--- src/rtl/uc_pkg.sv ---
`timescale 1ns/1ps
package uc_pkg;

    parameter int UA_W  = 8;   // micro-address width
    parameter int OP_W  = 4;   // opcode width
    parameter int FN_W  = 4;   // function field width
    parameter int UW_W  = 32;  // microword width
    parameter int ALU_W = 4;   // ALU operation field width

    localparam int SLOT_W   = UA_W - OP_W;
    localparam int ALUOP_LO = UW_W - ALU_W;

    // control bit positions inside a microword
    localparam int B_DISPATCH = 8;
    localparam int B_RF_WE    = 10;
    localparam int B_IMM      = 11;
    localparam int B_PC_INC   = 12;
    localparam int B_PC_WR    = 13;
    localparam int B_PC_COND  = 14;
    localparam int B_EPC      = 15;
    localparam int B_ADDR_ALU = 16;
    localparam int B_MEM_WE   = 17;
    localparam int B_IR_WE    = 18;
    localparam int B_MDR_WE   = 19;
    localparam int B_SPC_WE   = 20;
    localparam int B_BR_SRC   = 21;
    localparam int B_A_R0     = 22;
    localparam int B_B_SEXT   = 23;
    localparam int B_B_TRUNC  = 24;
    localparam int B_WD_MDR   = 25;
    localparam int B_DST_HI   = 27;

    typedef enum logic [ALU_W-1:0] {
        ALU_ADD = 4'h0,
        ALU_SUB = 4'h1,
        ALU_AND = 4'h2,
        ALU_OR  = 4'h3,
        ALU_SLL = 4'h8,
        ALU_SRL = 4'h9
    } alu_op_t;

    // named micro-states; routine entries sit at opcode * 0x10
    typedef enum logic [UA_W-1:0] {
        US_FETCH  = 8'h00,
        US_DECODE = 8'h01,
        US_RT_EX  = 8'h10,
        US_RT_WB  = 8'h11,
        US_SLL_EX = 8'h20,
        US_SLL_WB = 8'h21,
        US_ST_EX  = 8'h50,
        US_ST_MEM = 8'h51,
        US_NOP    = 8'hF0
    } ustate_t;

    typedef enum logic [1:0] {
        SEQ_STEP,
        SEQ_RETURN,
        SEQ_DISPATCH
    } seq_mode_t;

    function automatic logic [UW_W-1:0] ubit(input int pos);
        return UW_W'(1) << pos;
    endfunction

    function automatic logic [UW_W-1:0] unext(input logic [UA_W-1:0] a);
        return {{(UW_W-UA_W){1'b0}}, a};
    endfunction

    function automatic logic [UW_W-1:0] uop(input alu_op_t op);
        return {op, {ALUOP_LO{1'b0}}};
    endfunction

endpackage

--- src/rtl/uc_rom.sv ---
`timescale 1ns/1ps
module uc_rom
    import uc_pkg::*;
(
    input  logic [UA_W-1:0] addr,
    output logic [UW_W-1:0] word
);

    always_comb begin
        unique case (addr)
            US_FETCH:  word = ubit(B_IR_WE) | ubit(B_PC_INC) | unext(US_DECODE);
            US_DECODE: word = ubit(B_IMM) | ubit(B_B_SEXT) | ubit(B_DISPATCH)
                            | uop(ALU_ADD) | unext(8'h02);
            US_RT_EX:  word = ubit(B_A_R0) | unext(US_RT_WB);
            US_RT_WB:  word = ubit(B_RF_WE) | unext(US_FETCH);
            US_SLL_EX: word = ubit(B_IMM) | ubit(B_A_R0) | uop(ALU_SLL) | unext(US_SLL_WB);
            US_SLL_WB: word = ubit(B_RF_WE) | ubit(B_DST_HI) | unext(US_FETCH);
            US_ST_EX:  word = ubit(B_IMM) | ubit(B_A_R0) | ubit(B_B_SEXT)
                            | uop(ALU_ADD) | unext(US_ST_MEM);
            US_ST_MEM: word = ubit(B_ADDR_ALU) | ubit(B_MEM_WE) | unext(US_FETCH);
            default:   word = '0;   // empty slot: no strobes, return to fetch
        endcase
    end

endmodule

--- src/rtl/uc_dispatch.sv ---
`timescale 1ns/1ps
module uc_dispatch
    import uc_pkg::*;
#(
    parameter logic [UA_W-1:0] ZERO_OP_SLOT = 8'hF0
) (
    input  logic [OP_W-1:0] opcode,
    output logic [UA_W-1:0] target
);

    generate
        if (SLOT_W > 0) begin : g_slotted
            always_comb begin
                if (opcode == '0)
                    target = ZERO_OP_SLOT;
                else
                    target = {opcode, {SLOT_W{1'b0}}};
            end
        end else begin : g_flat
            always_comb target = (opcode == '0) ? ZERO_OP_SLOT : UA_W'(opcode);
        end
    endgenerate

endmodule

--- src/rtl/uc_sequencer.sv ---
`timescale 1ns/1ps
module uc_sequencer
    import uc_pkg::*;
(
    input  logic            clk,
    input  logic            rst,
    input  logic            dispatch,
    input  logic [UA_W-1:0] next_addr,
    input  logic [UA_W-1:0] disp_target,
    output logic [UA_W-1:0] upc
);

    seq_mode_t mode;

    always_comb begin
        if (dispatch)
            mode = SEQ_DISPATCH;
        else if (next_addr == '0)
            mode = SEQ_RETURN;
        else
            mode = SEQ_STEP;
    end

    always_ff @(posedge clk) begin
        if (rst) begin
            upc <= US_FETCH;
        end else begin
            unique case (mode)
                SEQ_STEP:     upc <= next_addr;
                SEQ_RETURN:   upc <= US_FETCH;
                SEQ_DISPATCH: upc <= disp_target;
                default:      upc <= US_FETCH;
            endcase
        end
    end

    assert_reset_fetch_R1: assert property (@(posedge clk) disable iff (rst)
        $past(rst) |-> upc == '0);

    assert_dispatch_slot_R3: assert property (@(posedge clk) disable iff (rst)
        (!$past(rst) && $past(mode) == SEQ_DISPATCH) |-> upc[3:0] == 4'h0);

    assert_return_fetch_R4: assert property (@(posedge clk) disable iff (rst)
        mode == SEQ_RETURN |=> upc == '0);

    assert_step_next_R4: assert property (@(posedge clk) disable iff (rst)
        mode == SEQ_STEP |=> upc == $past(next_addr));

endmodule

--- src/rtl/uc_decode.sv ---
`timescale 1ns/1ps
module uc_decode
    import uc_pkg::*;
(
    input  logic [UW_W-1:0] word,
    input  logic [FN_W-1:0] ir_func,
    input  logic            eq,
    output logic            ir_we,
    output logic            pc_inc,
    output logic            pc_load,
    output logic            epc_sel,
    output logic            mem_addr_alu,
    output logic            mem_we,
    output logic            mdr_we,
    output logic            spc_we,
    output logic            pc_from_branch,
    output logic            alu_a_r0,
    output logic [1:0]      alu_b_sel,
    output logic            rf_wdata_mdr,
    output logic            rf_dst_hi,
    output logic            rf_we,
    output logic [ALU_W-1:0] alu_func
);

    logic unused_fields;
    assign unused_fields = ^{word[UA_W-1:0], word[9], word[26], word[B_DISPATCH]};

    always_comb begin
        ir_we          = word[B_IR_WE];
        pc_inc         = word[B_PC_INC];
        pc_load        = word[B_PC_WR] | (word[B_PC_COND] & eq);
        epc_sel        = word[B_EPC];
        mem_addr_alu   = word[B_ADDR_ALU];
        mem_we         = word[B_MEM_WE];
        mdr_we         = word[B_MDR_WE];
        spc_we         = word[B_SPC_WE];
        pc_from_branch = word[B_BR_SRC];
        alu_a_r0       = word[B_A_R0];
        if (word[B_B_TRUNC])
            alu_b_sel = 2'b10;
        else if (word[B_B_SEXT])
            alu_b_sel = 2'b01;
        else
            alu_b_sel = 2'b00;
        rf_wdata_mdr   = word[B_WD_MDR];
        rf_dst_hi      = word[B_DST_HI];
        rf_we          = word[B_RF_WE];
        alu_func       = word[B_IMM] ? word[UW_W-1:ALUOP_LO] : ALU_W'(ir_func);
    end

endmodule

--- src/rtl/uc_control_unit.sv ---
`timescale 1ns/1ps
module uc_control_unit
    import uc_pkg::*;
(
    input  logic             clk,
    input  logic             rst,
    input  logic [OP_W-1:0]  ir_opcode,
    input  logic [FN_W-1:0]  ir_func,
    input  logic             eq,
    output logic             ir_we,
    output logic             pc_inc,
    output logic             pc_load,
    output logic             epc_sel,
    output logic             mem_addr_alu,
    output logic             mem_we,
    output logic             mdr_we,
    output logic             spc_we,
    output logic             pc_from_branch,
    output logic             alu_a_r0,
    output logic [1:0]       alu_b_sel,
    output logic             rf_wdata_mdr,
    output logic             rf_dst_hi,
    output logic             rf_we,
    output logic [ALU_W-1:0] alu_func
);

    logic [UA_W-1:0] upc;
    logic [UW_W-1:0] uword;
    logic [UA_W-1:0] disp_target;

    uc_rom u_rom (
        .addr (upc),
        .word (uword)
    );

    uc_dispatch #(.ZERO_OP_SLOT(US_NOP)) u_dispatch (
        .opcode (ir_opcode),
        .target (disp_target)
    );

    uc_sequencer u_seq (
        .clk         (clk),
        .rst         (rst),
        .dispatch    (uword[B_DISPATCH]),
        .next_addr   (uword[UA_W-1:0]),
        .disp_target (disp_target),
        .upc         (upc)
    );

    uc_decode u_dec (
        .word           (uword),
        .ir_func        (ir_func),
        .eq             (eq),
        .ir_we          (ir_we),
        .pc_inc         (pc_inc),
        .pc_load        (pc_load),
        .epc_sel        (epc_sel),
        .mem_addr_alu   (mem_addr_alu),
        .mem_we         (mem_we),
        .mdr_we         (mdr_we),
        .spc_we         (spc_we),
        .pc_from_branch (pc_from_branch),
        .alu_a_r0       (alu_a_r0),
        .alu_b_sel      (alu_b_sel),
        .rf_wdata_mdr   (rf_wdata_mdr),
        .rf_dst_hi      (rf_dst_hi),
        .rf_we          (rf_we),
        .alu_func       (alu_func)
    );

    assert_store_addr_R7: assert property (@(posedge clk) disable iff (rst)
        mem_we |-> mem_addr_alu);

    assert_wb_excl_R5: assert property (@(posedge clk) disable iff (rst)
        !(rf_we && mem_we));

    assert_bsel_legal_R5: assert property (@(posedge clk) disable iff (rst)
        alu_b_sel != 2'b11);

    assert_fetch_after_wb_R4: assert property (@(posedge clk) disable iff (rst)
        (rf_we || mem_we) |=> (ir_we && pc_inc));

endmodule

--- config.mk ---
export PLATFORM = sky130hd
export DESIGN_NAME = uc_control_unit
export DESIGN_NICKNAME = d
export VERILOG_FILES = /design/src/rtl/uc_pkg.sv /design/src/rtl/uc_rom.sv /design/src/rtl/uc_dispatch.sv /design/src/rtl/uc_sequencer.sv /design/src/rtl/uc_decode.sv /design/src/rtl/uc_control_unit.sv
export SDC_FILE = /design/constraint.sdc
export NUM_CORES = 1
export LEC_CHECK = 0
export BUFFER_PORTS_ARGS = -buffer_cell sky130_fd_sc_hd__buf_4
export CAP_MARGIN = 25
export CORE_AREA = 2 2 39 41
export DETAILED_ROUTE_END_ITERATION = 12
export DIE_AREA = 0 0 41 43
export PLACE_DENSITY = 0.73
export SYNTH_ARGS = -nofsm -noshare
export SYNTH_HDL_FRONTEND = slang
export SYNTH_SLANG_ARGS = --single-unit
--- constraint.sdc ---
create_clock -name clk -period 3.2 [get_ports clk]
set_clock_uncertainty 0.05 [all_clocks]
set_input_delay 0.32 -clock clk [delete_from_list [all_inputs] [get_ports clk]]
set_output_delay 0.32 -clock clk [all_outputs]
set_load 0.005 [all_outputs]
==> flow_summary.yaml <==
run_status:
  status: "finished clean"
setup_path:
  worstPathMaxFanout: 11
  endpoint: "alu_func[3]"
  worst-r2r-setup-slack_ns: 1.50
  worstSetupPathType: "reg2out"
  end_kind: "output pin"
  r2r_end: "u_seq.upc[6]"
  reg2regPathDepth: 3
  start_kind: "register"
  crit_required_ns: 2.83
  reg2reg_from: "u_seq.upc[0]"
  arrival_ns: 1.89
  critPathLaunch: "u_seq.upc[0]"
cts:
  cts_sinks: 6
  cts_resized: 0
  cts_inserted_buffers: 3
  cts_buffer_depth: 2
  worstSkewPairLatency_ns: 0.25
  ctsHoldBuffers: 0
  tritoncts: "done"
  cts.clk_slew.worst_paths_ns: 0.05
  h-tree-depth: 1
  cts_setup_buffers: 0
  cts_root_buf: "clkbuf_4"
sta:
  max_clock_freq_mhz: 442
  tns_ns: 0
  post-route-period-util: 0.707
  worst_pin_slew_ns: 0.665
  relSlewSlack: 0.552
  rsz0062_at_grt: "no"
  setup_viol: 0
  hold_violations: 0
  period_minus_slack_ns: 2.26
  maxSlewViolCount: 0
grt:
  globalRouteOverflowTotal: 0
  grt_max_degree: 12
  grt_use_total: 0.141
  antenna_found_initial: 0
  grt_pass1_wl_mm: 1.66
  grt_pass1_vias: 420
route:
  wl_per_cell_um: 10.9
  route.detailed.drc: 0
  vias_per_cell: 4.94
  first_pass_iters: 4
  dr.first_iter.drc_count: 3
  postRouteWirelength_mm: 1.04
  vias: 469
  antenna_left: 0
cells_and_area:
  final_util: 0.460
  nets: 92
  n_antenna_cell: 0
  largest-register: "u_seq.upc"
  nFillCells: 140
  largest_reg_flops: 6
  syn2layout_area_growth_pct: 27.9
  mostFrequentLayoutCell: "buf_4"
  finalNonFillerCells: 95
  final_cell_mix: "buf_4, conb_1, nor2_1, dfxtp_1, nor3_1"
  largestRegisters: "u_seq.upc x6"
  drive_gt1_frac: 0.367
floorplan:
  die_h_um: 43
  fp.dieW_um: 41
  ios: 30
  core_um2: 1380
  start_util: 0.360
  num_rows: 14
  dieArea_um2: 1760
synthesis:
  postSynthCellCount: 60
  ys_ff_latch: 6
  synth_area_um2: 498
  syn-mean-instance-area_um2: 8.30
  yosysSeqAreaShare: 0.241
  yosys_warnings: 0
  ys_types: 29
placement:
  dpl.hpwl_um: 815
  place.gp.congestion: 0.832
  dp_cells: 92
  io_buffer_count: 21
power:
  ir_worst_vdd_mv: 0.291
  p_leak_nw: 0.271
  power.total_w: 0.000192
  powerDensity_nw_per_um2: 301
worst_hold_path:
  hold_start: "rst"
  min_path_type: "in2reg"
job:
  drv_cap: 0
==> layer usage <==
| layer | vias up | track usage | part of all wire |
|---|---|---|---|
| met1 | 207 | 0.158 | 0.40 |
| li1 | 239 | - | - |
| met4 | 0 | 0.0800 | 0.013 |
| met5 | - | 0 | 0 |
| met3 | 3 | 0.0471 | 0.072 |
| met2 | 20 | 0.219 | 0.51 |
==> logic make-up (layout without fill, tap and decap cells) <==
family / after synthesis / after routing / synth area share
AOI/OAI and AO/OA: 14 / 14 / 0.236
xor gates and xnor gates: 2 / 2 / 0.0352
buffers and inverters: 13 / 25 / 0.183
DFF: 6 / 6 / 0.241
other: 1 / 8 / 0.00753
and+or+nand+nor: 24 / 24 / 0.296
==> final cells by class <==
cell class / instances / area [µm²] / share of cell area
tap: 16 / 20.0 / 0.0314
multi-input combinational: 48 / 313 / 0.491
sequential: 6 / 120 / 0.189
timing repair buffer: 21 / 158 / 0.248
clock buffer: 3 / 22.5 / 0.0354
inverter: 1 / 3.75 / 0.00589
==> cell usage after synthesis <==
| library cell | instances | share of area |
|---|---|---|
| a2111oi_4 | 1 | 0.055 |
| a211oi_1 | 1 | 0.015 |
| a21boi_0 | 3 | 0.045 |
| a21oi_1 | 2 | 0.020 |
| and2_1 | 1 | 0.013 |
| buf_2 | 1 | 0.010 |
| buf_4 | 9 | 0.14 |
| buf_6 | 1 | 0.023 |
| clkbuf_1 | 1 | 0.0075 |
| conb_1 | 1 | 0.0075 |
| dfxtp_1 | 6 | 0.24 |
| inv_1 | 1 | 0.0075 |
| nand2_1 | 3 | 0.023 |
| nand3_1 | 1 | 0.010 |
| nand3b_1 | 2 | 0.030 |
| nor2_1 | 6 | 0.045 |
| nor2b_1 | 1 | 0.013 |
| nor3_1 | 4 | 0.040 |
| nor3b_1 | 1 | 0.015 |
| nor3b_2 | 1 | 0.025 |
| nor4_1 | 1 | 0.013 |
| nor4b_2 | 1 | 0.030 |
| o2111ai_1 | 3 | 0.053 |
| o21ai_0 | 3 | 0.030 |
| o2bb2ai_1 | 1 | 0.018 |
| or3b_2 | 1 | 0.018 |
| or3b_4 | 1 | 0.023 |
| xnor2_1 | 1 | 0.018 |
| xor2_1 | 1 | 0.018 |
==> stage by stage <==
step	cell area [µm²]	worst slack [ns]	hold slack, ns
global placement	614	1.26	0.455
detailed placement	614	1.21	0.456
finish	637	0.939	0.203
CTS	637	0.942	0.192
global route	637	0.858	0.198
floorplan	524	1.50	0.342
==> worst min path at each step <==
stage | end | cells after the start
6_report | u_seq.upc[0] | 2
3_5_place_dp | u_seq.upc[0] | 2
5_1_grt | u_seq.upc[0] | 2
4_1_cts | u_seq.upc[0] | 2
2_1_floorplan | u_seq.upc[0] | 1
3_3_place_gp | u_seq.upc[7] | 2
==> worst max-delay path: stages, from the launching register on <==
cell,delay [ns]
dfxtp_1,0.53
or3b_4,0.44
a2111oi_4,0.41
o21ai_0,0.13
buf_4,0.15
==> power breakdown <==
part           internal [W]  switching, W  total [W]
clock network     0.0000423     0.0000261  0.0000685
logic             0.0000237     0.0000172  0.0000408
registers         0.0000773    0.00000505  0.0000823
No activity file was read; power rests on OpenSTA's default activity.
